### config.mk
export PLATFORM = sky130hd
export DESIGN_NAME = mtest_sequencer
export DESIGN_NICKNAME = d
export VERILOG_FILES = /design/src/rtl/mseq_pkg.sv /design/src/rtl/mseq_pc.sv /design/src/rtl/mseq_addr_gen.sv /design/src/rtl/mseq_ref_track.sv /design/src/rtl/mtest_sequencer.sv
export SDC_FILE = /design/constraint.sdc
export NUM_CORES = 1
export LEC_CHECK = 0
export ABC_CLOCK_PERIOD_IN_PS = 1700
export BUFFER_PORTS_ARGS = -buffer_cell sky130_fd_sc_hd__buf_2
export CAP_MARGIN = 20
export CORE_MARGIN = 2
export CORE_UTILIZATION = 52
export DETAILED_ROUTE_END_ITERATION = 12
export PLACE_DENSITY = 0.75
export SETUP_SLACK_MARGIN = 0.5
export SLEW_MARGIN = 20
export SYNTH_ARGS = -nofsm -noshare
export SYNTH_HDL_FRONTEND = slang
export SYNTH_SLANG_ARGS = --single-unit
### constraint.sdc
create_clock -name clk -period 1.7 [get_ports clk]
set_input_delay 0.085 -clock clk [delete_from_list [all_inputs] [get_ports clk]]
set_output_delay 0.085 -clock clk [all_outputs]
set_load 0.1 [all_outputs]
### src/rtl/mseq_pkg.sv
`timescale 1ns/1ps
package mseq_pkg;
  localparam int CNT_W = 3;

  typedef enum logic [2:0] {
    S_IDLE, S_HDR, S_DIR, S_LOF, S_OTF, S_EXEC, S_NEXT, S_STOP
  } seq_state_t;

  // Reference bit for the operation that follows: flips only on read -> write.
  function automatic logic ref_after(input logic cur, input logic prev_rd, input logic now_rd);
    return (prev_rd && !now_rd) ? ~cur : cur;
  endfunction
endpackage

### src/rtl/mseq_pc.sv
`timescale 1ns/1ps
module mseq_pc #(
  parameter int PROG_BITS = 64,
  localparam int PC_W = $clog2(PROG_BITS)
) (
  input  logic            clk,
  input  logic            rst,
  input  logic            clear,
  input  logic            adv,
  input  logic            mark,
  input  logic            rewind,
  output logic [PC_W-1:0] pc
);
  logic [PC_W-1:0] pc_q, save_q;
  logic [PC_W-1:0] pc_inc;

  assign pc_inc = pc_q + PC_W'(1);
  assign pc     = pc_q;

  always_ff @(posedge clk) begin
    if (rst || clear) begin
      pc_q   <= '0;
      save_q <= '0;
    end else begin
      if (rewind)   pc_q <= save_q;
      else if (adv) pc_q <= pc_inc;
      if (mark)     save_q <= adv ? pc_inc : pc_q;
    end
  end

  assert_rewind_R6: assert property (@(posedge clk) disable iff (rst)
    (rewind && !clear) |=> (pc_q == $past(save_q)));
endmodule

### src/rtl/mseq_addr_gen.sv
`timescale 1ns/1ps
module mseq_addr_gen #(
  parameter int ADDR_W = 4
) (
  input  logic              clk,
  input  logic              rst,
  input  logic              load,
  input  logic              load_dir,
  input  logic              step,
  output logic [ADDR_W-1:0] addr,
  output logic              at_end
);
  localparam logic [ADDR_W-1:0] TOP = '1;

  function automatic logic [ADDR_W-1:0] next_addr(input logic [ADDR_W-1:0] a, input logic d);
    return d ? a - ADDR_W'(1) : a + ADDR_W'(1);
  endfunction

  function automatic logic is_last(input logic [ADDR_W-1:0] a, input logic d);
    return d ? (a == '0) : (a == TOP);
  endfunction

  logic [ADDR_W-1:0] addr_q;
  logic              dir_q;

  always_ff @(posedge clk) begin
    if (rst) begin
      addr_q <= '0;
      dir_q  <= 1'b0;
    end else if (load) begin
      addr_q <= load_dir ? TOP : '0;
      dir_q  <= load_dir;
    end else if (step) begin
      addr_q <= next_addr(addr_q, dir_q);
    end
  end

  assign addr   = addr_q;
  assign at_end = is_last(addr_q, dir_q);

  assert_load_up_R5: assert property (@(posedge clk) disable iff (rst)
    (load && !load_dir) |=> (addr_q == '0));
  assert_load_down_R5: assert property (@(posedge clk) disable iff (rst)
    (load && load_dir) |=> (addr_q == TOP));
  assert_step_up_R5: assert property (@(posedge clk) disable iff (rst)
    (step && !load && !dir_q) |=> (addr_q == $past(addr_q) + ADDR_W'(1)));
  assert_step_down_R5: assert property (@(posedge clk) disable iff (rst)
    (step && !load && dir_q) |=> (addr_q == $past(addr_q) - ADDR_W'(1)));
endmodule

### src/rtl/mseq_ref_track.sv
`timescale 1ns/1ps
module mseq_ref_track
  import mseq_pkg::*;
(
  input  logic clk,
  input  logic rst,
  input  logic clear,
  input  logic op_valid,
  input  logic op_is_read,
  input  logic snap,
  input  logic restore,
  output logic ref_bit
);
  logic ref_q, prev_rd_q, ref_sv_q, prev_sv_q;

  always_ff @(posedge clk) begin
    if (rst || clear) begin
      ref_q     <= 1'b0;
      prev_rd_q <= 1'b0;
      ref_sv_q  <= 1'b0;
      prev_sv_q <= 1'b0;
    end else begin
      if (restore) begin
        ref_q     <= ref_sv_q;
        prev_rd_q <= prev_sv_q;
      end else if (op_valid) begin
        ref_q     <= ref_after(ref_q, prev_rd_q, op_is_read);
        prev_rd_q <= op_is_read;
      end
      if (snap) begin
        ref_sv_q  <= ref_q;
        prev_sv_q <= prev_rd_q;
      end
    end
  end

  assign ref_bit = ref_q;

  assert_keep_into_read_R7: assert property (@(posedge clk) disable iff (rst)
    (op_valid && !restore && !clear && op_is_read) |=> $stable(ref_q));
  assert_restore_R7: assert property (@(posedge clk) disable iff (rst)
    (restore && !clear) |=> (ref_q == $past(ref_sv_q)));
endmodule

### src/rtl/mtest_sequencer.sv
`timescale 1ns/1ps
module mtest_sequencer
  import mseq_pkg::*;
#(
  parameter int ADDR_W    = 4,
  parameter int PROG_BITS = 64,
  localparam int PC_W     = $clog2(PROG_BITS)
) (
  input  logic              clk,
  input  logic              rst,
  input  logic              start,
  output logic [PC_W-1:0]   prog_addr,
  input  logic              prog_bit,
  output logic              ram_req,
  output logic              ram_we,
  output logic [ADDR_W-1:0] ram_addr,
  output logic              ram_wdata,
  input  logic              ram_rdata,
  output logic              busy,
  output logic              done,
  output logic              error
);
  seq_state_t       state_q;
  logic [CNT_W-1:0] noe_q;
  logic [1:0]       hdr_cnt_q;
  logic             lo_q, ot_q, first_q, start_q;
  logic             done_q, error_q;

  // Named internal events
  logic             start_rise, hdr_last, elem_begin, addr_step, addr_load;
  logic             pc_adv, rd_miss, at_end, ref_bit, last_elem;
  logic [CNT_W-1:0] noe_hdr;
  logic [ADDR_W-1:0] addr;

  assign start_rise = start && !start_q;
  assign noe_hdr    = {noe_q[CNT_W-2:0], prog_bit};
  assign hdr_last   = (state_q == S_HDR) && (hdr_cnt_q == 2'd2);
  assign last_elem  = (noe_q == CNT_W'(1));
  assign elem_begin = (hdr_last && noe_hdr != '0) ||
                      (state_q == S_NEXT && at_end && !last_elem);
  assign addr_step  = (state_q == S_NEXT) && !at_end;
  assign addr_load  = (state_q == S_DIR) && first_q;
  assign pc_adv     = (state_q == S_HDR) || (state_q == S_DIR) ||
                      (state_q == S_LOF) || (state_q == S_OTF);
  assign rd_miss    = (state_q == S_EXEC) && ot_q && (ram_rdata != ref_bit);

  mseq_pc #(.PROG_BITS(PROG_BITS)) u_pc (
    .clk(clk), .rst(rst), .clear(state_q == S_IDLE && start_rise),
    .adv(pc_adv), .mark(elem_begin), .rewind(addr_step), .pc(prog_addr));

  mseq_addr_gen #(.ADDR_W(ADDR_W)) u_addr (
    .clk(clk), .rst(rst), .load(addr_load), .load_dir(prog_bit),
    .step(addr_step), .addr(addr), .at_end(at_end));

  mseq_ref_track u_ref (
    .clk(clk), .rst(rst), .clear(state_q == S_IDLE && start_rise),
    .op_valid(state_q == S_OTF), .op_is_read(prog_bit),
    .snap(elem_begin), .restore(addr_step), .ref_bit(ref_bit));

  always_ff @(posedge clk) begin
    start_q <= start;
    if (rst) begin
      state_q   <= S_IDLE;
      noe_q     <= '0;
      hdr_cnt_q <= '0;
      lo_q      <= 1'b0;
      ot_q      <= 1'b0;
      first_q   <= 1'b0;
      done_q    <= 1'b0;
      error_q   <= 1'b0;
    end else begin
      case (state_q)
        S_IDLE: if (start_rise) begin
          state_q   <= S_HDR;
          hdr_cnt_q <= '0;
          noe_q     <= '0;
        end
        S_HDR: begin
          noe_q     <= noe_hdr;
          hdr_cnt_q <= hdr_cnt_q + 2'd1;
          if (hdr_last) begin
            if (noe_hdr == '0) begin
              state_q <= S_STOP;
              done_q  <= 1'b1;
            end else begin
              state_q <= S_DIR;
              first_q <= 1'b1;
            end
          end
        end
        S_DIR: begin
          first_q <= 1'b0;
          state_q <= S_LOF;
        end
        S_LOF: begin
          lo_q    <= prog_bit;
          state_q <= S_OTF;
        end
        S_OTF: begin
          ot_q    <= prog_bit;
          state_q <= S_EXEC;
        end
        S_EXEC: begin
          if (rd_miss) begin
            state_q <= S_STOP;
            error_q <= 1'b1;
            done_q  <= 1'b1;
          end else begin
            state_q <= lo_q ? S_NEXT : S_LOF;
          end
        end
        S_NEXT: begin
          if (!at_end) begin
            state_q <= S_DIR;
          end else if (last_elem) begin
            noe_q   <= '0;
            state_q <= S_STOP;
            done_q  <= 1'b1;
          end else begin
            noe_q   <= noe_q - CNT_W'(1);
            first_q <= 1'b1;
            state_q <= S_DIR;
          end
        end
        S_STOP:  state_q <= S_STOP;
        default: state_q <= S_IDLE;
      endcase
    end
  end

  assign ram_req   = (state_q == S_EXEC);
  assign ram_we    = !ot_q;
  assign ram_addr  = addr;
  assign ram_wdata = ref_bit;
  assign busy      = (state_q != S_IDLE) && (state_q != S_STOP);
  assign done      = done_q;
  assign error     = error_q;

  assert_req_in_run_R9: assert property (@(posedge clk) disable iff (rst)
    ram_req |-> busy);
  assert_done_holds_R9: assert property (@(posedge clk) disable iff (rst)
    done |=> (done && !busy));
  assert_err_halts_R8: assert property (@(posedge clk) disable iff (rst)
    error |-> (done && !ram_req));
  assert_err_sticky_R8: assert property (@(posedge clk) disable iff (rst)
    error |=> error);
  assert_one_cycle_req_R10: assert property (@(posedge clk) disable iff (rst)
    ram_req |=> !ram_req);
  assert_begin_only_on_edge_R2: assert property (@(posedge clk) disable iff (rst)
    $rose(busy) |-> $past(start_rise));
endmodule

==> qor.log <==
INFO  outcome        outcome=finished clean
INFO  timing         setup_repair_after_global_routing_missed_its_margin=yes
INFO  logic_synthesis syn-instance-count=214
INFO  timing         final.period_utilization=97.8%
INFO  setup_path     critical-path-top-cell-by-count=sky130_fd_sc_hd__buf_4
INFO  clock_network  clock-sinks=35
INFO  clock_network  clock_tree_buffer_depth=2
INFO  grt            grt_usage=24.4%
INFO  timing         final_hold_viol_count=0
INFO  setup_path     critPathRequiredTime=1.62ns
INFO  timing         max_slew_violation_count=0
INFO  grt            first_pass_grt_wire_length=7940um
INFO  timing         period_minus_slack=1.66ns
INFO  clock_network  h-tree-depth=2
INFO  clock_network  clk_pin_slew=0.13ns
INFO  setup_path     critPathTopFamily=buffers and inverters
INFO  die            die_width=64.5um
INFO  timing         worst_clock_skew=0.0183ns
INFO  finish         layout-area-overhead-vs-synth=46.7%
INFO  timing         slew_headroom=71.3%
INFO  detailed_routing totalWireLength=5200um
INFO  die            die_area=4160um2
INFO  setup_path     worst_setup_path_start_kind=flop
INFO  placement      port-buffer-count=20
INFO  logic_synthesis synth_ff_type=sky130_fd_sc_hd__dfxtp_1
INFO  logic_synthesis synth_enable_flop_cells=0
INFO  detailed_routing antenna_violating_nets_post_route=0
INFO  grt            grt_overflow_total=0
INFO  clock_network  numCtsBuffers=5
INFO  detailed_routing via_count=1800
INFO  pwr            cellPowerDensity=632nW/um2
INFO  grt            grt_pass1_vias=1684
INFO  detailed_routing detail_route.vias_per_cell=5.79
INFO  timing         fmax=0.601GHz
INFO  clock_network  clock_tree_from_tritoncts=built
INFO  finish         layout-drive-gt1-share=50.2%
INFO  finish         mostFrequentLayoutCell=sky130_fd_sc_hd__buf_4
INFO  setup_path     cp_max_fo=10
INFO  placement      place_hpwl=2930um
INFO  logic_synthesis postSynth.asyncResetShare=0%
INFO  die            placement_rows=21
INFO  finish         n_antenna_cell=0
INFO  setup_path     critPathKind=reg2out
INFO  timing         tightest_slew=0.430ns
INFO  logic_synthesis synth_cell_type_count=50
INFO  detailed_routing drc_errors=0
INFO  finish         post_layout_nets=276
INFO  setup_path     timing.critical_path.slowest_stage_cell=sky130_fd_sc_hd__dfxtp_4
INFO  logic_synthesis synth.cell_area=1900um2
INFO  finish         finished_cell_area=2790um2
INFO  die            start_util=55.7%
INFO  pwr            total_power=1760uW
INFO  clock_network  clock_insertion_delay_worst_skew=0.37ns
INFO  die            core_area=3420um2
INFO  pwr            ir_worst_vdd=0.000564V
INFO  setup_path     worst_ep_arrival_time=1.58ns
INFO  logic_synthesis yosys_warning_total=0
INFO  worst_hold_path class_of_the_tightest_hold_or_removal_check=in2reg
INFO  grt            grt_max_degree=22
INFO  timing         tns=0ns
INFO  setup_path     end_kind=output pin
INFO  run            cap_violations=0
INFO  placement      placedInstanceArea=2300um2
INFO  logic_synthesis yosysSeqAreaShare=36.8%
INFO  logic_synthesis syn_avg_cell_area=8.89um2
INFO  pwr            leak_pwr=0.00104uW
INFO  setup_path     crit_chain=nor3_2 -> buf_4 -> nor2b_4 -> buf_4
INFO  die            fp.dieH=64.5um
INFO  grt            antenna_found_initial=0
INFO  detailed_routing initialDrtViolationCount=131
INFO  detailed_routing first_pass_iters=4
INFO  setup_path     critPathMaxStageDelay=0.41ns
INFO  placement      gpl.final_weighted_congestion=0.886
INFO  finish         most-common-layout-cells=32 x sky130_fd_sc_hd__buf_4, 22 x sky130_fd_sc_hd__nor2_1, 19 x sky130_fd_sc_hd__dfxtp_1
INFO  timing         worst_slack=0.0371ns
INFO  logic_synthesis ys_seq_elements=35
INFO  placement      dp_worst_setup_slack=-0.00450ns
INFO  timing         timing.final.setup_violations=0
INFO  clock_network  ctsRootBufferMaster=sky130_fd_sc_hd__clkbuf_4
INFO  detailed_routing routedWlPerCell=16.7um
INFO  logic_synthesis number_of_nets_in_the_synthesized_netlist=226
INFO  die            io_pins=21
INFO  setup_path     path_buf_inv=2
state kept, by name, summed over array words and instances (netlist names):
| signal | count |
|---|---|
| done | 1 |
| error | 1 |
| first_q | 1 |
| hdr_cnt_q | 2 |
| lo_q | 1 |
| noe_q | 3 |
| ot_q | 1 |
| start_q | 1 |
| state_q | 3 |
| u_addr.addr | 4 |
| u_addr.dir_q | 1 |
| u_pc.pc | 6 |
| u_pc.save_q | 6 |
| u_ref.prev_rd_q | 1 |
| u_ref.prev_sv_q | 1 |
| u_ref.ref_bit | 1 |
| u_ref.ref_sv_q | 1 |
logic make-up (layout without fill, tap and decap cells):
logic type               Yosys count  after routing  share of synthesized area, %
AND/OR/NAND/NOR                   78             79                          22.0
AO/OA/AOI/OAI                     54             54                          21.4
flip-flops                        35             35                          36.8
buffers and inverters             23             73                          5.79
XOR/XNOR                          10             10                          4.61
adder cells (fa/ha/maj)            7              7                          5.00
multiplexers                       7              7                          4.34
synth_stat cells (3+ instances only):
| master | instances | area [um2] |
|---|---|---|
| sky130_fd_sc_hd__buf_2 | 5 | 25.0 |
| sky130_fd_sc_hd__nor2b_1 | 4 | 25.0 |
| sky130_fd_sc_hd__a21oi_1 | 13 | 65.1 |
| sky130_fd_sc_hd__clkbuf_1 | 3 | 11.3 |
| sky130_fd_sc_hd__nand3_1 | 10 | 50.1 |
| sky130_fd_sc_hd__o21a_1 | 3 | 22.5 |
| sky130_fd_sc_hd__a211oi_2 | 5 | 62.6 |
| sky130_fd_sc_hd__nor2_1 | 30 | 113 |
| sky130_fd_sc_hd__xnor2_1 | 3 | 26.3 |
| sky130_fd_sc_hd__mux2i_1 | 6 | 60.1 |
| sky130_fd_sc_hd__xor2_1 | 7 | 61.3 |
| sky130_fd_sc_hd__nand2_1 | 10 | 37.5 |
| sky130_fd_sc_hd__ha_1 | 6 | 75.1 |
| sky130_fd_sc_hd__a211oi_1 | 14 | 105 |
| sky130_fd_sc_hd__nor2_2 | 5 | 31.3 |
| sky130_fd_sc_hd__inv_1 | 11 | 41.3 |
| sky130_fd_sc_hd__dfxtp_1 | 35 | 701 |
| sky130_fd_sc_hd__nand4_1 | 3 | 18.8 |
| sky130_fd_sc_hd__o21ai_0 | 4 | 20.0 |
| sky130_fd_sc_hd__a31oi_1 | 3 | 18.8 |
report_power, final:
part | total [uW] | internal [uW] | switching [uW]
Clock | 611 | 302 | 309
Combinational | 302 | 118 | 184
Sequential | 851 | 826 | 25.4
Total | 1760 | 1250 | 518
through the flow:
stage	instances	util (%)	hold slack (ns)
floorplan	214	-	0.113
global placement	288	67.4	0.199
detailed placement	288	67.4	0.203
CTS	306	76.6	0.110
global route	311	81.7	0.131
finish	311	81.7	0.120
worst register-to-register path, cell delays in order (launching register included):
cell and delay (ns):
sky130_fd_sc_hd__dfxtp_4 0.39, sky130_fd_sc_hd__and4b_1 0.23, sky130_fd_sc_hd__mux2i_4 0.27, sky130_fd_sc_hd__buf_4 0.20, sky130_fd_sc_hd__nand2_8 0.07, sky130_fd_sc_hd__buf_6 0.14, sky130_fd_sc_hd__nor2_1 0.11, sky130_fd_sc_hd__a211oi_2 0.04
repair_timing:
action / CTS / global route
setup buffers: 8 / 5
endpoints found under the hold margin: 1 / 0
pin swaps: 17 / 8
hold buffers: 1 / 0
endpoints found under the setup margin: 48 / 36
cloned: 1 / 0
gates resized for setup: 43 / 33
per-layer routing:
layer	part of all wire (%)	GRT usage (%)	vias to the layer above
li1	-	-	869
met1	41	31.2	866
met2	53	41.0	52
met3	4.5	5.38	13
met4	2.1	7.71	0
met5	0	0	-
layout make-up:
class | instances | area, um2
Tap cell | 46 | 57.6
Sequential cell | 35 | 751
Multi-Input combinational cell | 157 | 1360
Clock buffer | 5 | 37.5
Fill cell | 205 | 626
Inverter | 12 | 47.5
Timing Repair Buffer | 53 | 503
Clock inverter | 3 | 38.8
worst paths after layout:
kind | startpoint | endpoint | slack, ns | depth (start not counted)
min | rst | done | 0.12 | 2
min reg2reg | error | error | 0.48 | 2
max | state_q[2] | busy | 0.04 | 4
max reg2reg | u_addr.dir_q | u_pc.pc[4] | 0.13 | 7
(Power assumes the default switching activity.)
